`src/rtl/evtimer_pkg.sv`:
```
package evtimer_pkg;

  localparam int SEL_W    = 3;
  localparam int CTRL_W   = 8;
  localparam int A_MASK   = 'h00;
  localparam int A_PEND   = 'h04;
  localparam int CH_FIRST = 'h10;
  localparam int CH_STEP  = 'h20;
  localparam int O_CTRL   = 'h0;
  localparam int O_IVL    = 'h4;
  localparam int O_IVH    = 'h8;
  localparam int O_CNTL   = 'hC;
  localparam int O_CNTH   = 'h10;

  typedef struct packed {
    logic             one_shot;
    logic [SEL_W-1:0] psel;
    logic [1:0]       zero_pad;
    logic             reload;
    logic             run_en;
  } ctrl_t;

  function automatic int chan_addr(input int n, input int off);
    return CH_FIRST + CH_STEP * n + off;
  endfunction

  function automatic ctrl_t ctrl_from_bus(input logic [CTRL_W-1:0] d);
    ctrl_t c;
    c          = ctrl_t'(d);
    c.zero_pad = '0;
    return c;
  endfunction

endpackage

```
`src/rtl/evtimer_prescaler.sv`:
```
module evtimer_prescaler #(
  parameter int SEL_W = 3
) (
  input  logic                  clk,
  input  logic                  rst_n,
  output logic [(1<<SEL_W)-1:0] tick_o
);
  localparam int NT = 1 << SEL_W;
  localparam int PW = NT - 1;

  logic [PW-1:0] div_q;

  always_ff @(posedge clk or negedge rst_n) begin
    if (!rst_n) div_q <= '0;
    else        div_q <= div_q + PW'(1);
  end

  for (genvar s = 0; s < NT; s++) begin : g_tick
    if (s == 0) begin : g_every
      assign tick_o[s] = 1'b1;
    end else begin : g_div
      assign tick_o[s] = &div_q[s-1:0];
      // a divided strobe never lasts two cycles
      assert_strobe_gap_R7: assert property (@(posedge clk) disable iff (!rst_n)
        tick_o[s] |=> !tick_o[s]);
    end
  end
endmodule

```
`src/rtl/evtimer_channel.sv`:
```
module evtimer_channel
  import evtimer_pkg::*;
#(
  parameter int DATA_W = 32
) (
  input  logic                  clk,
  input  logic                  rst_n,
  input  logic                  ctrl_we,
  input  logic                  ivl_we,
  input  logic                  ivh_we,
  input  logic [DATA_W-1:0]     wdata,
  input  logic [(1<<SEL_W)-1:0] tick_vec,
  output ctrl_t                 ctrl_o,
  output logic [2*DATA_W-1:0]   ival_o,
  output logic [2*DATA_W-1:0]   cnt_o,
  output logic                  expire_o
);
  localparam int CNT_W = 2 * DATA_W;

  ctrl_t            ctrl_q;
  logic [CNT_W-1:0] ival_q, cnt_q;
  logic             en_s1, en_s2;

  // named internal events
  logic tick_sel, run, at_zero, expire;
  assign tick_sel = tick_vec[ctrl_q.psel];
  assign run      = en_s2 & tick_sel;
  assign at_zero  = (cnt_q == '0);
  assign expire   = run & at_zero & ctrl_q.run_en & ~ctrl_q.reload;

  always_ff @(posedge clk or negedge rst_n) begin
    if (!rst_n) begin
      en_s1 <= 1'b0;
      en_s2 <= 1'b0;
    end else begin
      en_s1 <= ctrl_q.run_en;
      en_s2 <= en_s1;
    end
  end

  always_ff @(posedge clk or negedge rst_n) begin
    if (!rst_n) begin
      ctrl_q <= '0;
    end else if (ctrl_we) begin
      ctrl_q <= ctrl_from_bus(wdata[CTRL_W-1:0]);
    end else begin
      if (ctrl_q.reload) ctrl_q.reload <= 1'b0;
      if (expire && ctrl_q.one_shot) ctrl_q.run_en <= 1'b0;
    end
  end

  always_ff @(posedge clk or negedge rst_n) begin
    if (!rst_n) begin
      ival_q <= '0;
    end else begin
      if (ivl_we) ival_q[DATA_W-1:0]     <= wdata;
      if (ivh_we) ival_q[CNT_W-1:DATA_W] <= wdata;
    end
  end

  always_ff @(posedge clk or negedge rst_n) begin
    if (!rst_n) begin
      cnt_q <= '0;
    end else if (ctrl_q.reload) begin
      cnt_q <= ival_q;
    end else if (run) begin
      if (!at_zero)                     cnt_q <= cnt_q - CNT_W'(1);
      else if (expire && !ctrl_q.one_shot) cnt_q <= ival_q;
    end
  end

  assign ctrl_o   = ctrl_q;
  assign ival_o   = ival_q;
  assign cnt_o    = cnt_q;
  assign expire_o = expire;

  assert_load_R3: assert property (@(posedge clk) disable iff (!rst_n)
    ctrl_q.reload |=> cnt_q == $past(ival_q));
  assert_selfclear_R3: assert property (@(posedge clk) disable iff (!rst_n)
    ctrl_q.reload && !ctrl_we |=> !ctrl_q.reload);
  assert_step_R4: assert property (@(posedge clk) disable iff (!rst_n)
    run && !at_zero && !ctrl_q.reload |=> cnt_q == $past(cnt_q) - CNT_W'(1));
  assert_periodic_R5: assert property (@(posedge clk) disable iff (!rst_n)
    expire && !ctrl_q.one_shot |=> cnt_q == $past(ival_q));
  assert_oneshot_R6: assert property (@(posedge clk) disable iff (!rst_n)
    expire && ctrl_q.one_shot && !ctrl_we |=> !ctrl_q.run_en && cnt_q == '0);
  assert_halt_R8: assert property (@(posedge clk) disable iff (!rst_n)
    !en_s2 && !ctrl_q.reload |=> $stable(cnt_q));
endmodule

```
`src/rtl/evtimer_top.sv`:
```
module evtimer_top
  import evtimer_pkg::*;
#(
  parameter int NUM_CH = 2,
  parameter int DATA_W = 32,
  parameter int ADDR_W = 8
) (
  input  logic              clk,
  input  logic              rst_n,
  input  logic [ADDR_W-1:0] addr_i,
  input  logic              wr_en_i,
  input  logic [DATA_W-1:0] wdata_i,
  output logic [DATA_W-1:0] rdata_o,
  output logic              irq_o
);
  localparam int CNT_W = 2 * DATA_W;
  localparam int NT    = 1 << SEL_W;

  logic [NT-1:0]     tick_vec;
  logic [NUM_CH-1:0] mask_q, pend_q, expire_v, pend_clr;
  ctrl_t             ctrl_r [NUM_CH];
  logic [CNT_W-1:0]  ival_r [NUM_CH];
  logic [CNT_W-1:0]  cnt_r  [NUM_CH];

  function automatic logic hit(input logic [ADDR_W-1:0] a, input int n, input int off);
    return a == ADDR_W'(chan_addr(n, off));
  endfunction

  evtimer_prescaler #(.SEL_W(SEL_W)) u_pre (
    .clk(clk), .rst_n(rst_n), .tick_o(tick_vec)
  );

  for (genvar n = 0; n < NUM_CH; n++) begin : g_ch
    evtimer_channel #(.DATA_W(DATA_W)) u_ch (
      .clk      (clk),
      .rst_n    (rst_n),
      .ctrl_we  (wr_en_i && hit(addr_i, n, O_CTRL)),
      .ivl_we   (wr_en_i && hit(addr_i, n, O_IVL)),
      .ivh_we   (wr_en_i && hit(addr_i, n, O_IVH)),
      .wdata    (wdata_i),
      .tick_vec (tick_vec),
      .ctrl_o   (ctrl_r[n]),
      .ival_o   (ival_r[n]),
      .cnt_o    (cnt_r[n]),
      .expire_o (expire_v[n])
    );

    assign pend_clr[n] = wr_en_i && (addr_i == ADDR_W'(A_PEND)) && wdata_i[n];

    assert_pend_set_R9: assert property (@(posedge clk) disable iff (!rst_n)
      expire_v[n] |=> pend_q[n]);
    assert_pend_clr_R9: assert property (@(posedge clk) disable iff (!rst_n)
      pend_clr[n] && !expire_v[n] |=> !pend_q[n]);
  end

  always_ff @(posedge clk or negedge rst_n) begin
    if (!rst_n) begin
      mask_q <= '0;
      pend_q <= '0;
    end else begin
      if (wr_en_i && addr_i == ADDR_W'(A_MASK)) mask_q <= wdata_i[NUM_CH-1:0];
      pend_q <= (pend_q & ~pend_clr) | expire_v;
    end
  end

  assign irq_o = |(pend_q & mask_q);

  always_comb begin
    rdata_o = '0;
    if (addr_i == ADDR_W'(A_MASK)) rdata_o[NUM_CH-1:0] = mask_q;
    if (addr_i == ADDR_W'(A_PEND)) rdata_o[NUM_CH-1:0] = pend_q;
    for (int n = 0; n < NUM_CH; n++) begin
      if (hit(addr_i, n, O_CTRL)) rdata_o[CTRL_W-1:0] = ctrl_r[n];
      if (hit(addr_i, n, O_IVL))  rdata_o = ival_r[n][DATA_W-1:0];
      if (hit(addr_i, n, O_IVH))  rdata_o = ival_r[n][CNT_W-1:DATA_W];
      if (hit(addr_i, n, O_CNTL)) rdata_o = cnt_r[n][DATA_W-1:0];
      if (hit(addr_i, n, O_CNTH)) rdata_o = cnt_r[n][CNT_W-1:DATA_W];
    end
  end

  assert_masked_R10: assert property (@(posedge clk) disable iff (!rst_n)
    (mask_q == '0) |-> !irq_o);
  assert_nopend_R10: assert property (@(posedge clk) disable iff (!rst_n)
    (pend_q == '0) |-> !irq_o);
endmodule

```
`config.mk`:
```
export PLATFORM = sky130hd
export DESIGN_NAME = evtimer_top
export DESIGN_NICKNAME = d
export VERILOG_FILES = /design/src/rtl/evtimer_pkg.sv /design/src/rtl/evtimer_prescaler.sv /design/src/rtl/evtimer_channel.sv /design/src/rtl/evtimer_top.sv
export SDC_FILE = /design/constraint.sdc
export NUM_CORES = 1
export LEC_CHECK = 0
export BUFFER_PORTS_ARGS = -buffer_cell sky130_fd_sc_hd__buf_2
export CAP_MARGIN = 5
export CELL_PAD_IN_SITES_DETAIL_PLACEMENT = 2
export CELL_PAD_IN_SITES_GLOBAL_PLACEMENT = 2
export CORE_AREA = 5 5 207 209
export DETAILED_ROUTE_END_ITERATION = 8
export DIE_AREA = 0 0 212 214
export GPL_ROUTABILITY_DRIVEN = 0
export MAX_ROUTING_LAYER = met4
export PLACE_DENSITY_LB_ADDON = 0.1
export SLEW_MARGIN = 20
export SYNTH_ARGS = -nofsm -noshare
export SYNTH_HDL_FRONTEND = slang
export SYNTH_SLANG_ARGS = --single-unit
```
`constraint.sdc`:
```
create_clock -name clk -period 6.6 [get_ports clk]
set_input_delay 1.32 -clock clk [delete_from_list [all_inputs] [get_ports clk]]
set_output_delay 1.32 -clock clk [all_outputs]
set_load 0.01 [all_outputs]
```
==> results by stage <==
Clocking:
- The H-tree depth reported by CTS is 2.
- The total of cells resized after clock tree synthesis is 0.
- Buffers added to address setup during post-CTS repair amount to 0.
- The number of clock buffers inserted by TritonCTS is 37.
- The number of hold buffers added after CTS is 0.
- The CTS clock-pin slew for the worst setup and hold paths is 0.05 ns.
- The number of clock sinks seen by CTS is 283.
- TritonCTS built the clock tree.
- The clock network latency to the later pin of the worst-skew pair is 0.56 ns.
- The cell at the root of the clock tree is sky130_fd_sc_hd__clkbuf_16.
- The number of buffers on the longest clock path is 3.

Global route:
- The pin count of the biggest net entering global routing is roughly 170.
- The global-route wire length before repair is approximately 110000 µm.
- The overall global routing resource usage is roughly 33%.
- The initial antenna violation count is 2.
- The via count of the first global-routing pass was between 15000 and 20000.
- The aggregate global routing overflow is 0.

Logic synthesis:
- The number of cells produced by synthesis is around 1800.
- The yosys synthesis warning count is 0.
- The synthesized area per cell is ~9.4 µm².
- When the netlist entered floorplanning its net count stood at ~1900.
- After synthesis the cells add up to around 0.017 mm².
- For this run, the leading register cell type out of synthesis is sky130_fd_sc_hd__dfrtp_1.
- The share of the Yosys chip area taken by registers is between 40% and 50%.
- After synthesis, the share of flip-flops with an asynchronous set or reset is between 90% and 100%.
- After synthesis the netlist holds a flip-flop and latch count of around 280.
- The number of synthesized flops with an enable pin is 0.
- The synthesized netlist contains 76 unique library cells.

Critical path:
- The required arrival time at the worst endpoint is around 5.3 ns.
- The maximum fanout along the worst path is 13.
- The type of element capturing the critical path is an output port.
- The launch point of the worst reg-to-reg path is g_ch[1].u_ch.cnt_o[16].
- The timing startpoint of the critical path is addr_i[4].
- Data arrives at the worst endpoint at 3.92 ns.
- The worst setup path is launched from an input port.
- The path type of the worst setup path is in2out.

Floorplanning:
- During I/O placement, the number of pins put on the boundary was 76.
- The die extent in x is 212 µm.
- The cell row count is 74.
- The floorplan die area is approximately 0.045 mm².
- The initial utilization of the core area, before any placement, comes to ~42%.
- The die is roughly 210 µm tall.
- The core area is ~0.04 mm².

Finish:
- Cells fill 47.44% of the core in the end.
- 0 antenna diodes ended up in the layout.
- The final standard cell count with taps included and fillers excluded is 2391.
- From synthesis to final layout, the design area changed by 11.86%.
- The number of nets in the layout is between 1500 and 2000.
- In the final layout, the share of cells above drive strength 1 is roughly a fifth.
- After filler insertion, the fill cell instance count of the layout stands at 4290.

Flow run:
- Max-cap violations in this run came to 0.

Routing:
- The number of detailed-route iterations in the first pass is 5.
- The residual antenna-violating net count after detailed routing is 0.
- The first routing iteration left 1255 violations.
- The via count normalized by instance count is 6.831.
- After detailed routing, the total wire length is about 75000 µm.
- The average wire length per cell after detail routing is around 31 µm.
- After detailed routing, the number of remaining DRC violations is 0.
- Detailed routing inserted a total of 16330 vias.

STA:
- The number of max-slew violations in the final report is 0.
- The actual slew at the worst max-slew pin is roughly 1.1 ns.
- The setup total negative slack is 0 ns.
- On the final layout, the worst clock skew is 0.01604 ns.
- Dividing the final minimum period by the clock period gives slightly below 80%.
- Setup violations remaining at the end of the flow were counted as 0.
- In this run the tightest slew margin relative to its limit is a little under a quarter.
- The total count of hold-check failures in the final report is 0.
- The smallest clock period supported by the final layout is computed as 5.243 ns.
- Timing would allow up to about 190 MHz.
- Setup repair after global routing left no endpoint under its margin.

Power and ir drop:
- The share of total power consumed by net switching is between 40% and 50%.
- The sequential group share of total power is between 30% and 40%.
- The clock network fraction of design power is about 28%.
- The combinational share of power is 36.1%.
- The internal power of the cells totals roughly 0.0040 W.
- The total power density per cell area is ~360 mW/mm².
- The net switching power figure is a little over 0.003 W.
- The maximum ir drop on the vdd rail is between 0.0002 and 0.00025 V.
- The leakage power of the design is ~8.6 nW.

Placement:
- Once detailed placement completed, the half-perimeter wirelength came to approximately 52000 µm.
- The quantity of I/O buffers inserted on ports is 75.
- Once placement completed, the tool counted placed cells totaling between 2000 and 2500.

Hold path:
- The startpoint of the worst hold path is g_ch[0].u_ch.en_s1.
- The type of the tightest min-delay check is reg2reg.

Run status:
- The run finished with clean final reports.
## state kept, by name, summed over array words and instances, names as in the netlist
signal / flops
mask_q: 2
u_pre.div_q: 7
g_ch.u_ch.en_s2: 2
g_ch.u_ch.cnt_o: 128
g_ch.u_ch.ctrl_o: 12
pend_q: 2
g_ch.u_ch.en_s1: 2
g_ch.u_ch.ival_o: 128
## cells in the mapped netlist, types with 26 or more instances
cell type                     n  area (µm²)
sky130_fd_sc_hd__nand3_1     54       270.3
sky130_fd_sc_hd__mux2i_1     61       610.6
sky130_fd_sc_hd__or3_1       26       162.7
sky130_fd_sc_hd__buf_2       37       185.2
sky130_fd_sc_hd__nand2_1    117       439.2
sky130_fd_sc_hd__nand4_1     31       193.9
sky130_fd_sc_hd__dfrtp_1    283        7082
sky130_fd_sc_hd__clkbuf_1    92       345.3
sky130_fd_sc_hd__a21oi_1     70       350.3
sky130_fd_sc_hd__nor3_1     103       515.5
sky130_fd_sc_hd__nor4_1      55       344.1
sky130_fd_sc_hd__nor2_1     100       375.4
sky130_fd_sc_hd__a211oi_1    26       195.2
sky130_fd_sc_hd__mux2_2     167        1881
sky130_fd_sc_hd__o22ai_1     33       206.5
sky130_fd_sc_hd__a22oi_1     32       240.2
sky130_fd_sc_hd__o21ai_0    132       660.6
sky130_fd_sc_hd__inv_1       53       198.9
sky130_fd_sc_hd__o2bb2ai_1   42       367.9
## power by group through the flow
stage	logic, W	registers [W]	clock network, W
final	0.00252	0.00249	0.00197
after global routing	0.00269	0.00252	0.00208
after CTS	0.00249	0.00247	0.00200
after detailed placement	0.00246	0.00249	0
after global placement	0.00238	0.00247	0
after floorplan	0.00162	0.00227	0
## cells by family after synthesis
kind of cell,synth area share (%)
muxes,14.45
adders and majority gates,0.5080
AOI/OAI and AO/OA,20.47
and+or+nand+nor,18.63
DFF,41.08
xor gates and xnor gates,0.1524
buffers and inverters,4.710
## per-stage QoR
stage,instance area (µm²),setup WS [ns],hold slack [ns],total power (W)
global route,19280,1.221,0.3635,0.007294
floorplan,17240,1.743,0.3312,0.003882
finish,19280,1.357,0.3627,0.006979
CTS,19280,1.437,0.3604,0.006971
global placement,18160,1.509,0.3331,0.004850
detailed placement,18160,1.444,0.3411,0.004952
## worst max-delay path, cell delays in order
cell	delay (ns)
sky130_fd_sc_hd__buf_2	0.23
sky130_fd_sc_hd__nor4b_1	0.46
sky130_fd_sc_hd__and3_1	0.28
sky130_fd_sc_hd__nand2_1	0.41
sky130_fd_sc_hd__a2bb2oi_1	0.27
sky130_fd_sc_hd__a211oi_1	0.45
sky130_fd_sc_hd__o21ai_0	0.29
sky130_fd_sc_hd__buf_2	0.21
## layout make-up
cell class	instances	area, µm²	area share, %
inverters	53	198.9	1.032
clock inverters	11	116.4	0.6034
repair buffers	120	738.2	3.828
clock buffers	49	1011	5.243
flip-flops and latches	283	7082	36.72
well taps	532	665.6	3.452
multi-input cells	1343	9472	49.12
## worst paths after layout
path                                                 to  slack (ns)  cells past startpoint
worst max-delay path                        rdata_o[16]        1.36                      8
worst min-delay path                 g_ch[0].u_ch.en_s2        0.36                      0
worst max register to register   g_ch[1].u_ch.cnt_o[52]        2.34                      7
worst min register to register       g_ch[0].u_ch.en_s2        0.36                      0
max in group asynchronous       g_ch[0].u_ch.ival_o[22]        4.54                      2
min in group asynchronous        g_ch[1].u_ch.cnt_o[10]        0.69                      1
## layer usage
layer	vias to the layer above	global-route usage, %	share of wire [%]
li1	7044	-	-
met1	8631	44.36	43
met3	138	6.116	6.4
met2	521	52.75	47
met4	0	8.568	2.7
met5	-	-	0
## cells in the final DEF, fill, tap and decap left out, types with 32 or more instances in the layout
cell,Yosys,layout
sky130_fd_sc_hd__nor4_1,55,54
sky130_fd_sc_hd__buf_2,37,73
sky130_fd_sc_hd__o21ai_0,132,131
sky130_fd_sc_hd__o2bb2ai_1,42,42
sky130_fd_sc_hd__nand3_1,54,54
sky130_fd_sc_hd__mux2_2,167,167
sky130_fd_sc_hd__inv_1,53,53
sky130_fd_sc_hd__a21oi_1,70,69
sky130_fd_sc_hd__nor3_1,103,103
sky130_fd_sc_hd__dfrtp_1,283,283
sky130_fd_sc_hd__nor2_1,100,99
sky130_fd_sc_hd__clkbuf_16,0,37
sky130_fd_sc_hd__o22ai_1,33,33
sky130_fd_sc_hd__nand2_1,117,117
sky130_fd_sc_hd__buf_4,1,45
sky130_fd_sc_hd__a22oi_1,32,32
sky130_fd_sc_hd__mux2i_1,61,61
Power figures use the tool's default switching activity.
